===== src/rtl/pmc_pkg.sv =====
// Shared types and constants for the power mode controller.
// Assumes the external interrupt count is fixed at 16 by the wake map.
package pmc_pkg;
    typedef enum logic [2:0] {
        ST_NORMAL = 3'd0,
        ST_SLOW   = 3'd1,
        ST_IDLE   = 3'd2,
        ST_OFF    = 3'd3,
        ST_PWRUP  = 3'd4,
        ST_RELOCK = 3'd5
    } pm_state_e;

    localparam logic [1:0] REQ_NORMAL = 2'd0;
    localparam logic [1:0] REQ_SLOW   = 2'd1;
    localparam logic [1:0] REQ_IDLE   = 2'd2;
    localparam logic [1:0] REQ_OFF    = 2'd3;

    localparam logic [2:0] A_MODE  = 3'd0;
    localparam logic [2:0] A_CLKEN = 3'd1;
    localparam logic [2:0] A_LOCK  = 3'd2;
    localparam logic [2:0] A_STAT  = 3'd3;
    localparam logic [2:0] A_WAKE  = 3'd4;
    localparam logic [2:0] A_MASK  = 3'd5;

    localparam int N_EXT  = 16;
    localparam int WAKE_W = N_EXT + 1;
    localparam int MASK_W = N_EXT + 2;
endpackage


===== src/rtl/pmc_regs.sv =====
// Register file of the power mode controller: mode request strobe,
// peripheral enables, lock limit, wake mask, wake status and readback.
// Assumes NPERIPH and LOCK_W are at most 32 and reads are side-effect free.
module pmc_regs
    import pmc_pkg::*;
#(
    parameter int          NPERIPH  = 8,
    parameter int          LOCK_W   = 16,
    parameter logic [LOCK_W-1:0] LOCK_RST = 1000
) (
    input  logic               clk,
    input  logic               rst_n,
    input  logic               reg_we,
    input  logic [2:0]         reg_addr,
    input  logic [31:0]        reg_wdata,
    output logic [31:0]        reg_rdata,
    input  pm_state_e          state,
    input  logic               wake_cap,
    input  logic [WAKE_W-1:0]  wake_vec,
    input  logic               off_enter,
    output logic               req_vld,
    output logic [1:0]         req_mode,
    output logic [NPERIPH-1:0] clk_en_q,
    output logic [LOCK_W-1:0]  lock_lim_q,
    output logic [MASK_W-1:0]  mask_q
);
    logic [WAKE_W-1:0] wake_q;
    logic              busy;
    logic              unused_wdata;

    assign unused_wdata = ^reg_wdata;
    assign busy         = (state == ST_PWRUP) || (state == ST_RELOCK);

    // Mode request is passed straight to the sequencer in the write cycle.
    assign req_vld  = reg_we && (reg_addr == A_MODE);
    assign req_mode = reg_wdata[1:0];

    // Writable configuration registers.
    always_ff @(posedge clk) begin
        if (!rst_n) begin
            clk_en_q   <= '1;
            lock_lim_q <= LOCK_RST;
            mask_q     <= '1;
        end else if (reg_we) begin
            case (reg_addr)
                A_CLKEN: clk_en_q   <= reg_wdata[NPERIPH-1:0];
                A_LOCK:  lock_lim_q <= reg_wdata[LOCK_W-1:0];
                A_MASK:  mask_q     <= reg_wdata[MASK_W-1:0];
                default: ;
            endcase
        end
    end

    // Wake status: captured on a power-off wake, cleared on power-off entry.
    always_ff @(posedge clk) begin
        if (!rst_n)         wake_q <= '0;
        else if (off_enter) wake_q <= '0;
        else if (wake_cap)  wake_q <= wake_vec;
    end

    // Read multiplexer.
    always_comb begin
        reg_rdata = '0;
        case (reg_addr)
            A_CLKEN: reg_rdata = 32'(clk_en_q);
            A_LOCK:  reg_rdata = 32'(lock_lim_q);
            A_STAT:  reg_rdata = {28'd0, busy, state};
            A_WAKE:  reg_rdata = 32'(wake_q);
            A_MASK:  reg_rdata = 32'(mask_q);
            default: reg_rdata = '0;
        endcase
    end
endmodule


===== src/rtl/pmc_seq.sv =====
// Mode sequencer: steady modes, power-up wait and PLL relock with a
// lock-count timeout. Assumes wake inputs are already synchronous to clk.
module pmc_seq
    import pmc_pkg::*;
#(
    parameter int LOCK_W = 16
) (
    input  logic               clk,
    input  logic               rst_n,
    input  logic               req_vld,
    input  logic [1:0]         req_mode,
    input  logic [LOCK_W-1:0]  lock_lim,
    input  logic [MASK_W-1:0]  mask,
    input  logic [N_EXT-1:0]   eint,
    input  logic               rtc_alarm,
    input  logic               irq_other,
    input  logic               pll_lock,
    input  logic               pwr_ready,
    output pm_state_e          state,
    output logic               wake_cap,
    output logic [WAKE_W-1:0]  wake_vec,
    output logic               off_enter
);
    pm_state_e         nxt;
    logic [LOCK_W-1:0] lock_cnt;
    logic              wake_any;
    logic              relock_done;

    assign wake_vec    = {rtc_alarm, eint} & mask[WAKE_W-1:0];
    assign wake_any    = (|wake_vec) || (irq_other && mask[WAKE_W]);
    assign relock_done = pll_lock || (lock_cnt == lock_lim);
    assign wake_cap    = (state == ST_OFF) && (|wake_vec);
    assign off_enter   = (state != ST_OFF) && (nxt == ST_OFF);

    // Next-state selection for requests, wakes and handshakes.
    always_comb begin
        nxt = state;
        case (state)
            ST_NORMAL: if (req_vld) begin
                case (req_mode)
                    REQ_SLOW: nxt = ST_SLOW;
                    REQ_IDLE: nxt = ST_IDLE;
                    REQ_OFF:  nxt = ST_OFF;
                    default:  nxt = ST_NORMAL;
                endcase
            end
            ST_SLOW: if (req_vld) begin
                case (req_mode)
                    REQ_NORMAL: nxt = ST_RELOCK;
                    REQ_OFF:    nxt = ST_OFF;
                    default:    nxt = ST_SLOW;
                endcase
            end
            ST_IDLE:   if (wake_any)    nxt = ST_NORMAL;
            ST_OFF:    if (|wake_vec)   nxt = ST_PWRUP;
            ST_PWRUP:  if (pwr_ready)   nxt = ST_RELOCK;
            ST_RELOCK: if (relock_done) nxt = ST_NORMAL;
            default:   nxt = ST_NORMAL;
        endcase
    end

    // State register.
    always_ff @(posedge clk) begin
        if (!rst_n) state <= ST_NORMAL;
        else        state <= nxt;
    end

    // Lock counter: counts cycles spent in relock, zero elsewhere.
    always_ff @(posedge clk) begin
        if (!rst_n || state != ST_RELOCK) lock_cnt <= '0;
        else                              lock_cnt <= lock_cnt + 1'b1;
    end
endmodule


===== src/rtl/pmc_gates.sv =====
// Output decode: turns the sequencer state into enables and clock gates.
// Assumes the gate outputs are consumed by glitch-free cells downstream.
module pmc_gates
    import pmc_pkg::*;
#(
    parameter int NPERIPH = 8
) (
    input  pm_state_e          state,
    input  logic [NPERIPH-1:0] clk_en,
    output logic               pll_en,
    output logic               clk_sel_pll,
    output logic               cpu_clk_en,
    output logic               core_pwr_en,
    output logic [NPERIPH-1:0] periph_clk_en
);
    // Per-state enable pattern.
    always_comb begin
        pll_en        = 1'b1;
        clk_sel_pll   = 1'b1;
        cpu_clk_en    = 1'b1;
        core_pwr_en   = 1'b1;
        periph_clk_en = clk_en;
        case (state)
            ST_SLOW: begin
                pll_en      = 1'b0;
                clk_sel_pll = 1'b0;
            end
            ST_IDLE:   cpu_clk_en = 1'b0;
            ST_OFF: begin
                pll_en        = 1'b0;
                clk_sel_pll   = 1'b0;
                cpu_clk_en    = 1'b0;
                core_pwr_en   = 1'b0;
                periph_clk_en = '0;
            end
            ST_PWRUP: begin
                pll_en        = 1'b0;
                clk_sel_pll   = 1'b0;
                cpu_clk_en    = 1'b0;
                periph_clk_en = '0;
            end
            ST_RELOCK: clk_sel_pll = 1'b0;
            default: ;
        endcase
    end
endmodule


===== src/rtl/pwr_mode_ctrl.sv =====
// Top of the power mode and wakeup controller. Connects the register file,
// the sequencer and the output decode. Assumes clk is always on.
module pwr_mode_ctrl
    import pmc_pkg::*;
#(
    parameter int NPERIPH = 8,
    parameter int LOCK_W  = 16
) (
    input  logic               clk,
    input  logic               rst_n,
    input  logic               reg_we,
    input  logic [2:0]         reg_addr,
    input  logic [31:0]        reg_wdata,
    output logic [31:0]        reg_rdata,
    input  logic [15:0]        eint,
    input  logic               rtc_alarm,
    input  logic               irq_other,
    input  logic               pll_lock,
    input  logic               pwr_ready,
    output logic               pll_en,
    output logic               clk_sel_pll,
    output logic               cpu_clk_en,
    output logic [NPERIPH-1:0] periph_clk_en,
    output logic               core_pwr_en
);
    pm_state_e          state;
    logic               req_vld;
    logic [1:0]         req_mode;
    logic [NPERIPH-1:0] clk_en_q;
    logic [LOCK_W-1:0]  lock_lim;
    logic [MASK_W-1:0]  wake_mask;
    logic               wake_cap;
    logic [WAKE_W-1:0]  wake_vec;
    logic               off_enter;

    pmc_regs #(.NPERIPH(NPERIPH), .LOCK_W(LOCK_W)) u_regs (
        .clk(clk), .rst_n(rst_n), .reg_we(reg_we), .reg_addr(reg_addr),
        .reg_wdata(reg_wdata), .reg_rdata(reg_rdata), .state(state),
        .wake_cap(wake_cap), .wake_vec(wake_vec), .off_enter(off_enter),
        .req_vld(req_vld), .req_mode(req_mode), .clk_en_q(clk_en_q),
        .lock_lim_q(lock_lim), .mask_q(wake_mask)
    );

    pmc_seq #(.LOCK_W(LOCK_W)) u_seq (
        .clk(clk), .rst_n(rst_n), .req_vld(req_vld), .req_mode(req_mode),
        .lock_lim(lock_lim), .mask(wake_mask), .eint(eint),
        .rtc_alarm(rtc_alarm), .irq_other(irq_other), .pll_lock(pll_lock),
        .pwr_ready(pwr_ready), .state(state), .wake_cap(wake_cap),
        .wake_vec(wake_vec), .off_enter(off_enter)
    );

    pmc_gates #(.NPERIPH(NPERIPH)) u_gates (
        .state(state), .clk_en(clk_en_q), .pll_en(pll_en),
        .clk_sel_pll(clk_sel_pll), .cpu_clk_en(cpu_clk_en),
        .core_pwr_en(core_pwr_en), .periph_clk_en(periph_clk_en)
    );
endmodule


===== config.mk =====
export PLATFORM = sky130hd
export DESIGN_NAME = pwr_mode_ctrl
export DESIGN_NICKNAME = d
export VERILOG_FILES = /design/src/rtl/pmc_pkg.sv /design/src/rtl/pmc_regs.sv /design/src/rtl/pmc_seq.sv /design/src/rtl/pmc_gates.sv /design/src/rtl/pwr_mode_ctrl.sv
export SDC_FILE = /design/constraint.sdc
export NUM_CORES = 1
export LEC_CHECK = 0
export CAP_MARGIN = 15
export CORE_MARGIN = 1.5
export CORE_UTILIZATION = 42
export DETAILED_ROUTE_END_ITERATION = 7
export DONT_BUFFER_PORTS = 1
export HOLD_SLACK_MARGIN = 0.03
export SYNTH_ARGS = -nofsm -noshare
export SYNTH_HDL_FRONTEND = slang
export SYNTH_SLANG_ARGS = --single-unit

===== constraint.sdc =====
create_clock -name clk -period 2.8 [get_ports clk]
set_input_delay 0.42 -clock clk [delete_from_list [all_inputs] [get_ports clk]]
set_output_delay 0.42 -clock clk [all_outputs]
set_load 0.01 [all_outputs]

# Word-level counts from Yosys, hierarchy flattened
# Cells that the tools add are included.
[word_totals]
wordCells = 62
in_bits = 58
register_bits = 78
[op_classes]
bitwise_logic = 2
reduce_logical = 21
n_mux = 15
eq_ne = 17
addsub = 1
[ops]
columns = ["operator", "count"]
rows = [
  ["18-bit case mux with 5 select lines", 1],
  ["3-bit 2-to-1 mux", 6],
  ["3-bit case mux with 6 select lines", 1],
  ["17-bit AND", 1],
  ["17-bit OR reduction", 1],
  ["16-bit by 1-bit adder with 16-bit output, second input constant", 1],
  ["16-bit == test", 1],
  ["3-bit by 2-bit == test with 1-bit output, second input constant", 5],
  ["3-bit == test, second input constant", 4],
  ["8-bit 2-to-1 mux", 1],
  ["3-bit by 1-bit == test with 1-bit output, second input constant", 2],
  ["3-bit zero test", 2],
  ["2-bit case mux with 3 select lines", 1],
  ["3-bit case mux with 2 select lines", 1],
  ["2-bit AND reduction", 3],
  ["3-bit OR reduction", 2],
  ["2-bit == test, second input constant", 2],
  ["1-bit logical AND", 4],
  ["1-bit logical OR", 4],
  ["1-bit 2-to-1 mux", 4],
  ["2-bit OR reduction", 2],
  ["4-bit OR reduction", 1],
  ["3-bit by 2-bit inequality test with 1-bit output, second input constant", 1],
  ["3-bit inequality test, second input constant", 1],
  ["other kinds (4)", 4],
]

# Longest topological paths before layout
# Gate-level depths: netlist of run 1.
[logic_depth]
depth_word = 8
ltp_mapped = 8

# Cells and area by module
# A second synthesis of run 1 with hierarchy kept.
[hier_totals]
hier_cells = 484
area_unflattened_um2 = 4106.4
[modules_own_cells]
columns = ["mod", "cells_each", "seq_area_each_um2", "n_inst", "area_per_inst_um2"]
rows = [
  ["pmc_regs", 321, 1181.1, 1, 2788.9],
  ["pmc_seq", 146, 380.4, 1, 1198.6],
  ["pmc_gates", 17, 0.0, 1, 118.9],
]

# Worst setup path before layout of run 1
# Ideal clock, no wire load.
[synth_path]
path_kind = "in2out"
from = "in reg_addr[1]"
to = "out reg_rdata[10]"
required_ns = 2.380
setup_slack_ns = 0.861
t_arrival_ns = 1.519
n_path_buf = 2
cell_stages = 5
path_cell_list = "clkbuf_1 nor2b_1 buf_2 a22oi_1 o21ai_0"
[synth_via]
elab_chain_cells = 2
[synth_rtl]
columns = ["item", "line_no", "rtl"]
rows = [
  ["start, declared", "pwr_mode_ctrl.sv:12", "input logic [2:0] reg_addr,"],
  ["3-bit == test (tied with other cells)", "pmc_regs.sv:64", "case (reg_addr)"],
  ["18-bit case mux with 5 select lines *", "pmc_regs.sv:64", ""],
  ["end, declared", "pwr_mode_ctrl.sv:14", "output logic [31:0] reg_rdata,"],
]
# Every way passes the cells marked *; elsewhere a longest branch is shown, timed or not.

# Worst setup path after layout of run 1
[layout_path]
from = "reg u_seq.state[0]"
to = "out periph_clk_en[3]"
[layout_via]
elab_chain_cells = 3
[layout_rtl]
columns = ["item", "line_no", "rtl"]
rows = [
  ["start, declared", "pmc_seq.sv:19", "output pm_state_e state,"],
  ["start signal, assigned", "pmc_seq.sv:65", "else state <= nxt;"],
  ["3-bit by 2-bit == test with 1-bit output or 3-bit == test (tied branches)", "pmc_gates.sv:23", "case (state)"],
  ["2-bit OR reduction (no source line) *", "--", ""],
  ["8-bit 2-to-1 mux *", "pmc_gates.sv:23", ""],
  ["end, declared", "pwr_mode_ctrl.sv:23", "output logic [NPERIPH-1:0] periph_clk_en,"],
]
# Marks and branches as above.

==> results.ini, run 1 <==
[setup_path]
rrSetupSlack_ps=750
cp-start-kind=flop
crit_fanout=11
ff2ff_path_depth=6
cp.arrival_ps=1790
endpoint_kind=output port
r2r-end=u_regs.wake_q[2]
timing.rr.start=u_seq.state[0]
required_ps=2380
worstSetupPathType=flop to output port

[floorplanning]
core_area_mm2=0.00915
initial_core_util_pct=43.0
placementRows=35
die-height_um=99.9
pin_count=102
die_x_um=99.9
die_area_mm2=0.00997

[sta]
hold_slack_ps=135
tightestPinTransition_ps=806
max_clock_freq_mhz=452
tns_ps=0
post-route-period-util_pct=79.1
setup_viol=0
finClkSkew_ps=11.4
fin_crit_ps=2210
slew_headroom_pct=46.3
final-max-slew-violation-count=0
hold_violations=0
rsz0062_at_grt=false

[synth]
yosys.area.top_type_share_pct=39.6
ys_ff_latch=78
yosysSeqAreaShare_pct=39.6
netlist_top_cells_area=dfxtp_1, nand2_1, nand3_1
syn_inst=519
yosysWarnings=0
synth.distinct_cells=41
syn_area_per_cell_um2=7.59
syn-cell-area_mm2=0.00394
synth_top_area_cell=dfxtp_1

[detailed_routing]
wire_per_inst_um=17.6
drc=0
viasPerCell=5.68
wl_mm=10.9
first_pass_iters=5
drtAntennaViolNets=0
drtIter0Drc=247
via_count=3524

[global_routing]
antenna_found_initial=0
grt_max_degree=38
grt_usage_pct=22.3
grt_pass1_vias=3143
grt_pass1_wl_mm=17.1
overflow=0

[cts]
cts.clk_slew.worst_paths_ps=90
cts_buffer_depth=2
h-tree-depth=3
cts_resized=0
cts_tree=built
numCtsBuffers=9
insertion_delay_ps=360
cts.sinks=78
ctsHoldBuffers=0
root_buffer=clkbuf_8
postCtsSetupBuffers=0

[place]
dpl.hpwl_mm=7.96
placedCellCount=604
io_buffers=0
place_congestion=0.877
place_area_mm2=0.00391

[finish]
layout_commonest_cell=nand2_1
final_cell_count_no_fill=620
nFillCells=938
finalInstanceArea_mm2=0.00410
final_core_util_pct=44.8
drive_gt1_share_pct=6.09
nets=563
areaGrowthSynthToFinish_pct=4.03
antenna_cells=0
mostFrequentLayoutCells=nand2_1, dfxtp_1, nand3_1

[hold_path]
min_to=u_regs.clk_en_q[2]
whs_path_depth=1
min_path_type=primary input to flop
hp-start=rst_n

[power_and_ir_drop]
powerDensity_mw_per_mm2=513
leakagePower_nw=1.50
vdd_drop_max_mv=0.237

[job]
drv_cap=0

[status]
outcome=finished clean

[logic make-up after synthesis]
family	count (synthesis)	share of synthesized area [%]
multiplexers	9	2.45
AND/OR/NAND/NOR	264	30.5
XOR/XNOR	28	6.22
adder cells (fa/ha/maj)	1	0.318
flip-flops	78	39.6
AO/OA/AOI/OAI	88	13.9
other	1	0.0952
buffers and inverters	50	6.86
[cell usage after synthesis]
cell type,count
a211oi_1,3
o31a_2,1
mux2_2,5
nand3_1,61
nor2_2,1
buf_2,10
nor3_1,6
buf_4,14
nand2_1,126
a21oi_2,1
o22ai_1,1
a21oi_4,1
a21oi_1,36
clkbuf_1,15
nor4b_4,1
and2_1,12
a21o_1,2
a221oi_1,2
nand2b_1,2
o31ai_1,1
mux2i_1,4
clkbuf_2,2
nand4_1,6
xnor2_1,22
conb_1,1
ha_1,1
a22oi_1,22
o2111ai_1,1
dfxtp_1,78
nor2_1,31
o21ai_0,15
xor2_1,6
nor4_1,1
nor2b_1,10
nor3_4,1
and3_1,4
a311oi_1,1
a31oi_1,1
inv_1,7
or3_1,2
buf_6,2
[power by group]
part | switching (mW) | internal [mW] | total [mW] | leakage (nW)
Combinational | 0.100 | 0.0584 | 0.159 | 0.779
Sequential | 0.0213 | 1.13 | 1.15 | 0.632
Clock | 0.444 | 0.351 | 0.795 | 0.0924
Total | 0.566 | 1.54 | 2.10 | 1.50
[metal layers]
metal	track usage, %	share of wire [%]	up-vias
met5	0	0	-
met4	8.13	2.4	0
met3	7.24	8.4	24
met2	35.3	46	123
met1	28.4	43	1665
li1	-	-	1712
[layout make-up]
class	instances	area, um2	area share [%]
clock buffers	10	138	3.36
well taps	111	139	3.39
repair buffers	4	30.0	0.733
inverters	7	26.3	0.641
multi-input cells	404	2160	52.6
flip-flops and latches	78	1560	38.1
clock inverters	6	47.5	1.16
[through the flow]
| step | power (mW) | worst slack [ps] |
|---|---|---|
| after global routing | 2.18 | 357 |
| after detailed placement | 1.33 | 781 |
| after global placement | 1.33 | 803 |
| final | 2.10 | 586 |
| after floorplan | 1.33 | 861 |
| after CTS | 2.12 | 533 |
[state kept, by name, indices dropped and copies added, names as in the netlist]
register           cells
u_regs.mask_q         18
u_regs.wake_q         17
u_regs.lock_lim_q     16
u_seq.lock_cnt        16
u_regs.clk_en_q        8
u_seq.state            3
[worst max path at each step]
| stage | from | end | slack (ps) |
|---|---|---|---|
| floorplan | reg_addr[1] | reg_rdata[10] | 860 |
| global placement | u_seq.state[0] | u_regs.wake_q[2] | 800 |
| detailed placement | u_seq.state[0] | u_regs.wake_q[2] | 780 |
| CTS | u_seq.state[0] | periph_clk_en[6] | 530 |
| global route | u_seq.state[0] | periph_clk_en[6] | 360 |
| finish | u_seq.state[0] | periph_clk_en[3] | 590 |
[critical path, stage by stage, from the launching register on]
cell and delay, ps:
dfxtp_1 420, nor2b_1 220, and2_1 200, nor2_1 340, and2_1 260
No activity file was read; power rests on OpenSTA's default activity.
==> inputs of run 2 (changes only) <==
Settings changed: ABC_AREA set to 1.
Clock period 2.8 ns to 2 ns, I/O delays scaled along.
==> run 2 against run 1 <==
Critical endpoint is now periph_clk_en[6]. Synthesized cell count increased by 18%. Register-to-register slack got worse by 430 ps. Critical path depth increased by 1. Utilization increased by 2.1 points. Sequential power increased by 39%.
==> results.ini, run 2 <==
[place]
place_congestion=0.800
placedCellCount=728
dp_slack_ps=140
dpl.hpwl_mm=8.12
place_area_mm2=0.00415
io_buffers=0

[finish]
top_regs=u_regs.mask_q: 18 flops, u_regs.wake_q: 17 flops
drive_gt1_share_pct=11.0
largest_reg_flops=18
final_cell_count_no_fill=745
layout_commonest_cell=nand2_1
nets=670
areaGrowthSynthToFinish_pct=6.68
nFillCells=1034
mostFrequentLayoutCells=nand2_1, dfxtp_1, inv_1
antenna_cells=0
final_core_util_pct=46.9
finalInstanceArea_mm2=0.00440
largest-register=u_regs.mask_q

[synth]
syn-cell-area_mm2=0.00412
synth_compound_area_share_pct=15.6
yosys.area.top_type_share_pct=37.9
syn_inst=612
synthFlopType=dfxtp_1
synth_top_area_cell=dfxtp_1
synth_top_family_by_area=simple AND/OR/NAND/NOR gates
ys_ff_latch=78
netlist_top_cells_area=dfxtp_1, nand2_1, inv_1
synth_adder_area_share_pct=0.304
yosysWarnings=0
synth_xor_area_share_pct=0
synthMuxAreaShare_pct=0
synth_simple_gate_area_share_pct=33.3
synth_edf_count=0
synth_most_common_cell=nand2_1
syn_area_per_cell_um2=6.73
yosysSeqAreaShare_pct=37.9
synthArstFlopShare_pct=0
synth_commonest_cells=nand2_1, dfxtp_1, inv_1
synth.distinct_cells=39

[setup_path]
cp.arrival_ps=1570
worstSetupPathType=flop to output port
cpMaxStageDelayCell=dfxtp_1
rrSetupSlack_ps=320
path_buf_inv=1
required_ps=1700
cp-start-kind=flop
crit_fanout=10
cpPeakStageDelay_ps=340
cp_common_cell=nor2_1
crit_chain=inv_2, nor2_1, nand2_1, nand2_2, nor2_1
endpoint_kind=output port
crit_family=simple AND/OR/NAND/NOR gates

[floorplanning]
die-height_um=102
initial_core_util_pct=44.0
die_area_mm2=0.0104
placementRows=35
pin_count=102
die_x_um=102
core_area_mm2=0.00937

[detailed_routing]
via_count=3713
wl_mm=10.7
viasPerCell=4.98
drtAntennaViolNets=0
first_pass_iters=4
drc=0
drtIter0Drc=190
wire_per_inst_um=14.3

[cts]
cts.sinks=78
h-tree-depth=3
cts_buffer_depth=2
cts_tree=built
cts.clk_slew.worst_paths_ps=80
insertion_delay_ps=350
root_buffer=clkbuf_8
postCtsSetupBuffers=0
numCtsBuffers=9

[sta]
final-max-slew-violation-count=0
max_clock_freq_mhz=534
rsz0062_at_grt=true
tns_ps=0
hold_violations=0
slew_headroom_pct=59.9
worst_slack_ps=129
fin_crit_ps=1870
post-route-period-util_pct=93.6
setup_viol=0
tightestPinTransition_ps=600
hold_slack_ps=53.5
finClkSkew_ps=9.27

[status]
outcome=finished clean

[global_routing]
grt_usage_pct=21.5
grt_pass1_vias=3577
overflow=0
antenna_found_initial=0
grt_max_degree=42
grt_pass1_wl_mm=17.2

[hold_path]
min_path_type=primary input to flop

[power_and_ir_drop]
leakagePower_nw=1.83
vdd_drop_max_mv=0.386
power.total_mw=3.25
powerDensity_mw_per_mm2=740

[job]
drv_cap=0

## run 2: cell count changes in the layout (fill, tap and decap cells not counted), moves of 12 or more
cell / before / now
a22oi_1: 22 / 0
inv_1: 7 / 64
inv_2: 0 / 15
nand2_1: 126 / 197
nand3_1: 61 / 24
nor2_1: 31 / 49
nor2_4: 0 / 12
o211ai_1: 0 / 23
o21ai_0: 15 / 30
xnor2_1: 22 / 0
## run 2: worst paths after layout
| path | startpoint | to | cells after the start |
|---|---|---|---|
| max reg2reg | u_seq.lock_cnt[0] | u_seq.lock_cnt[14] | 8 |
| min reg2reg | u_seq.lock_cnt[0] | u_seq.lock_cnt[0] | 1 |
| max | u_seq.state[1] | periph_clk_en[6] | 5 |
| min | rst_n | u_regs.mask_q[15] | 1 |
## run 2: repair_timing
action,in CTS,in global routing
pin swaps,0,0
gates resized for setup,0,2
hold buffers,1,0
setup endpoints to repair,2,10
endpoints found under the hold margin,5,0
## run 2: metal layers
layer / wire length [um] / up-vias / track usage, % / share of wire (%)
li1: - / 1918 / - / -
met1: 4720 / 1681 / 26.0 / 44
met2: 5110 / 112 / 37.5 / 48
met3: 798 / 2 / 6.29 / 7.5
met4: 38 / 0 / 5.37 / 0.36
met5: 0 / - / 0 / 0
## run 2: logic make-up (layout without fill, tap and decap cells)
group / count (synthesis) / count (layout)
other: 1 / 14
AND/OR/NAND/NOR: 312 / 312
flip-flops: 78 / 78
buffers and inverters: 113 / 104
AO/OA/AOI/OAI: 107 / 107
adder cells (fa/ha/maj): 1 / 1
## run 2: final cells by class
type | count | area [um2] | area share, %
sequential | 78 | 1560 | 35.5
inverter | 82 | 308 | 7.00
tap | 129 | 161 | 3.67
multi-input combinational | 434 | 2090 | 47.5
timing repair buffer | 6 | 47.5 | 1.08
clock buffer | 12 | 135 | 3.07
clock inverter | 4 | 95.1 | 2.16
## run 2: power breakdown
| part | leakage [nW] | internal (mW) | switching [mW] |
|---|---|---|---|
| sequential | 0.633 | 1.58 | 0.0194 |
| clock | 0.115 | 0.830 | 0.575 |
| combinational | 1.08 | 0.0697 | 0.175 |
| total | 1.83 | 2.48 | 0.769 |
## run 2: worst register-to-register path: stages (launching register included)
cell	delay, ps
dfxtp_1	390
ha_1	200
nand3_1	130
nor2_1	170
nand2_1	110
nor2_2	140
nand2_1	140
nor4_1	220
nor3_1	70
==> inputs of run 3 (changes only) <==
Settings changed: ABC_AREA 1 to not set.
==> run 3 against run 2 <==
Die area decreased by 4.2%. Power shrank 1.8%. Sequential power about the same. Cell count decreased by 15%. Non-clock buffer count grew 13. Largest power group unchanged.
==> results.ini, run 3 (same netlist as run 1, synthesis figures left out) <==
[global_routing]
grt_usage_pct=23.7
grt_pass1_vias=3495
grt_pass1_wl_mm=18.3
grt_max_degree=29
antenna_found_initial=0
overflow=0

[setup_path]
required_ps=1700
ff2ff_path_depth=8
worstSetupPathType=flop to output port
endpoint_kind=output port
cp-start-kind=flop
crit_fanout=7
timing.rr.start=u_seq.lock_cnt[4]
rrSetupSlack_ps=180
r2r-end=u_regs.wake_q[14]
cp.arrival_ps=1570

[sta]
final-max-slew-violation-count=0
tns_ps=0
hold_violations=0
setup_viol=0
tightestPinTransition_ps=1010
finClkSkew_ps=7.20
max_clock_freq_mhz=535
slew_headroom_pct=32.4
post-route-period-util_pct=93.4
rsz0062_at_grt=false
fin_crit_ps=1870

[hold_path]
hp-start=rst_n
min_path_type=primary input to flop
min_to=u_regs.lock_lim_q[7]
whs_path_depth=1

[detailed_routing]
drc=0
wl_mm=11.5
first_pass_iters=5
viasPerCell=5.68
drtAntennaViolNets=0
wire_per_inst_um=18.1
via_count=3608
drtIter0Drc=320

[power_and_ir_drop]
powerDensity_mw_per_mm2=744
vdd_drop_max_mv=0.385
power.total_mw=3.19
leakagePower_nw=1.61

[finish]
largest_reg_flops=18
nFillCells=896
multi_input_area_mm2=0.00218
seqCellArea_mm2=0.00156
largest-register=u_regs.mask_q
mostFrequentLayoutCells=nand2_1, dfxtp_1, nand3_1
antenna_cells=0
layout_commonest_cell=nand2_1
drive_gt1_share_pct=8.78
final_core_util_pct=46.9
areaGrowthSynthToFinish_pct=8.96
final_cell_count_no_fill=635
nets=578
top_regs=u_regs.mask_q: 18 flops, u_regs.wake_q: 17 flops

[cts]
cts.sinks=78
postCtsSetupBuffers=0
cts.clk_slew.worst_paths_ps=80
numCtsBuffers=9
root_buffer=clkbuf_8
insertion_delay_ps=340
h-tree-depth=3
cts_buffer_depth=2
cts_tree=built

[floorplanning]
initial_core_util_pct=43.0
placementRows=35
die_area_mm2=0.00997
die-height_um=99.9
die_x_um=99.9
core_area_mm2=0.00915
pin_count=102

[status]
outcome=finished clean

[place]
io_buffers=0
placedCellCount=616
place_congestion=0.914
dpl.hpwl_mm=8.28

[job]
drv_cap=0

[run 3: power breakdown]
part / switching [mW] / total, mW / leakage [nW] / internal, mW
logic: 0.160 / 0.254 / 0.859 / 0.0943
clock network: 0.590 / 1.33 / 0.113 / 0.740
registers: 0.0295 / 1.61 / 0.633 / 1.58
total: 0.779 / 3.19 / 1.61 / 2.41
[run 3: critical path: stages, from the launching register on]
cell     delay, ps
dfxtp_2        390
inv_1          120
nor2_2         200
a22oi_1        100
a21o_1         210
o21ai_0        210
[run 3: worst max path at each step]
stage	startpoint	end	slack, ps	cells past startpoint
2_1_floorplan	reg_addr[1]	reg_rdata[10]	300	5
3_3_place_gp	u_seq.lock_cnt[6]	u_regs.wake_q[5]	140	8
3_5_place_dp	u_seq.lock_cnt[6]	u_regs.wake_q[14]	100	8
4_1_cts	u_seq.state[2]	periph_clk_en[6]	30	4
5_1_grt	u_seq.lock_cnt[4]	u_regs.wake_q[12]	20	8
6_report	u_seq.state[2]	reg_rdata[3]	130	5
[run 3: cell type report]
type	instances	share of cell area (%)
Timing Repair Buffer	19	3.79
Inverter	7	0.612
Tap cell	111	3.24
Clock inverter	5	1.92
Sequential cell	78	36.4
Clock buffer	11	3.29
Multi-Input combinational cell	404	50.7
[run 3: timing repair]
action                     4_1_cts  5_1_grt
resized for setup                1        4
hold buffers                     3        0
setup endpoints to repair        2       27
hold endpoints to repair        24        0
[run 3: through the flow]
step                      instance area [um2]  setup WS (ps)  hold WS (ps)
after floorplan                          3990            301           424
after global placement                   4020            140           376
after detailed placement                 4020            103           379
after CTS                                4270           33.4          31.7
after global routing                     4290           15.4          35.8
final                                    4290            132          41.3
[run 3: layer usage]
| layer | track usage (%) | share of wire [%] |
|---|---|---|
| met5 | 0 | 0 |
| met4 | 8.99 | 2.2 |
| met3 | 6.20 | 8.7 |
| met2 | 39.1 | 48 |
| met1 | 29.7 | 42 |
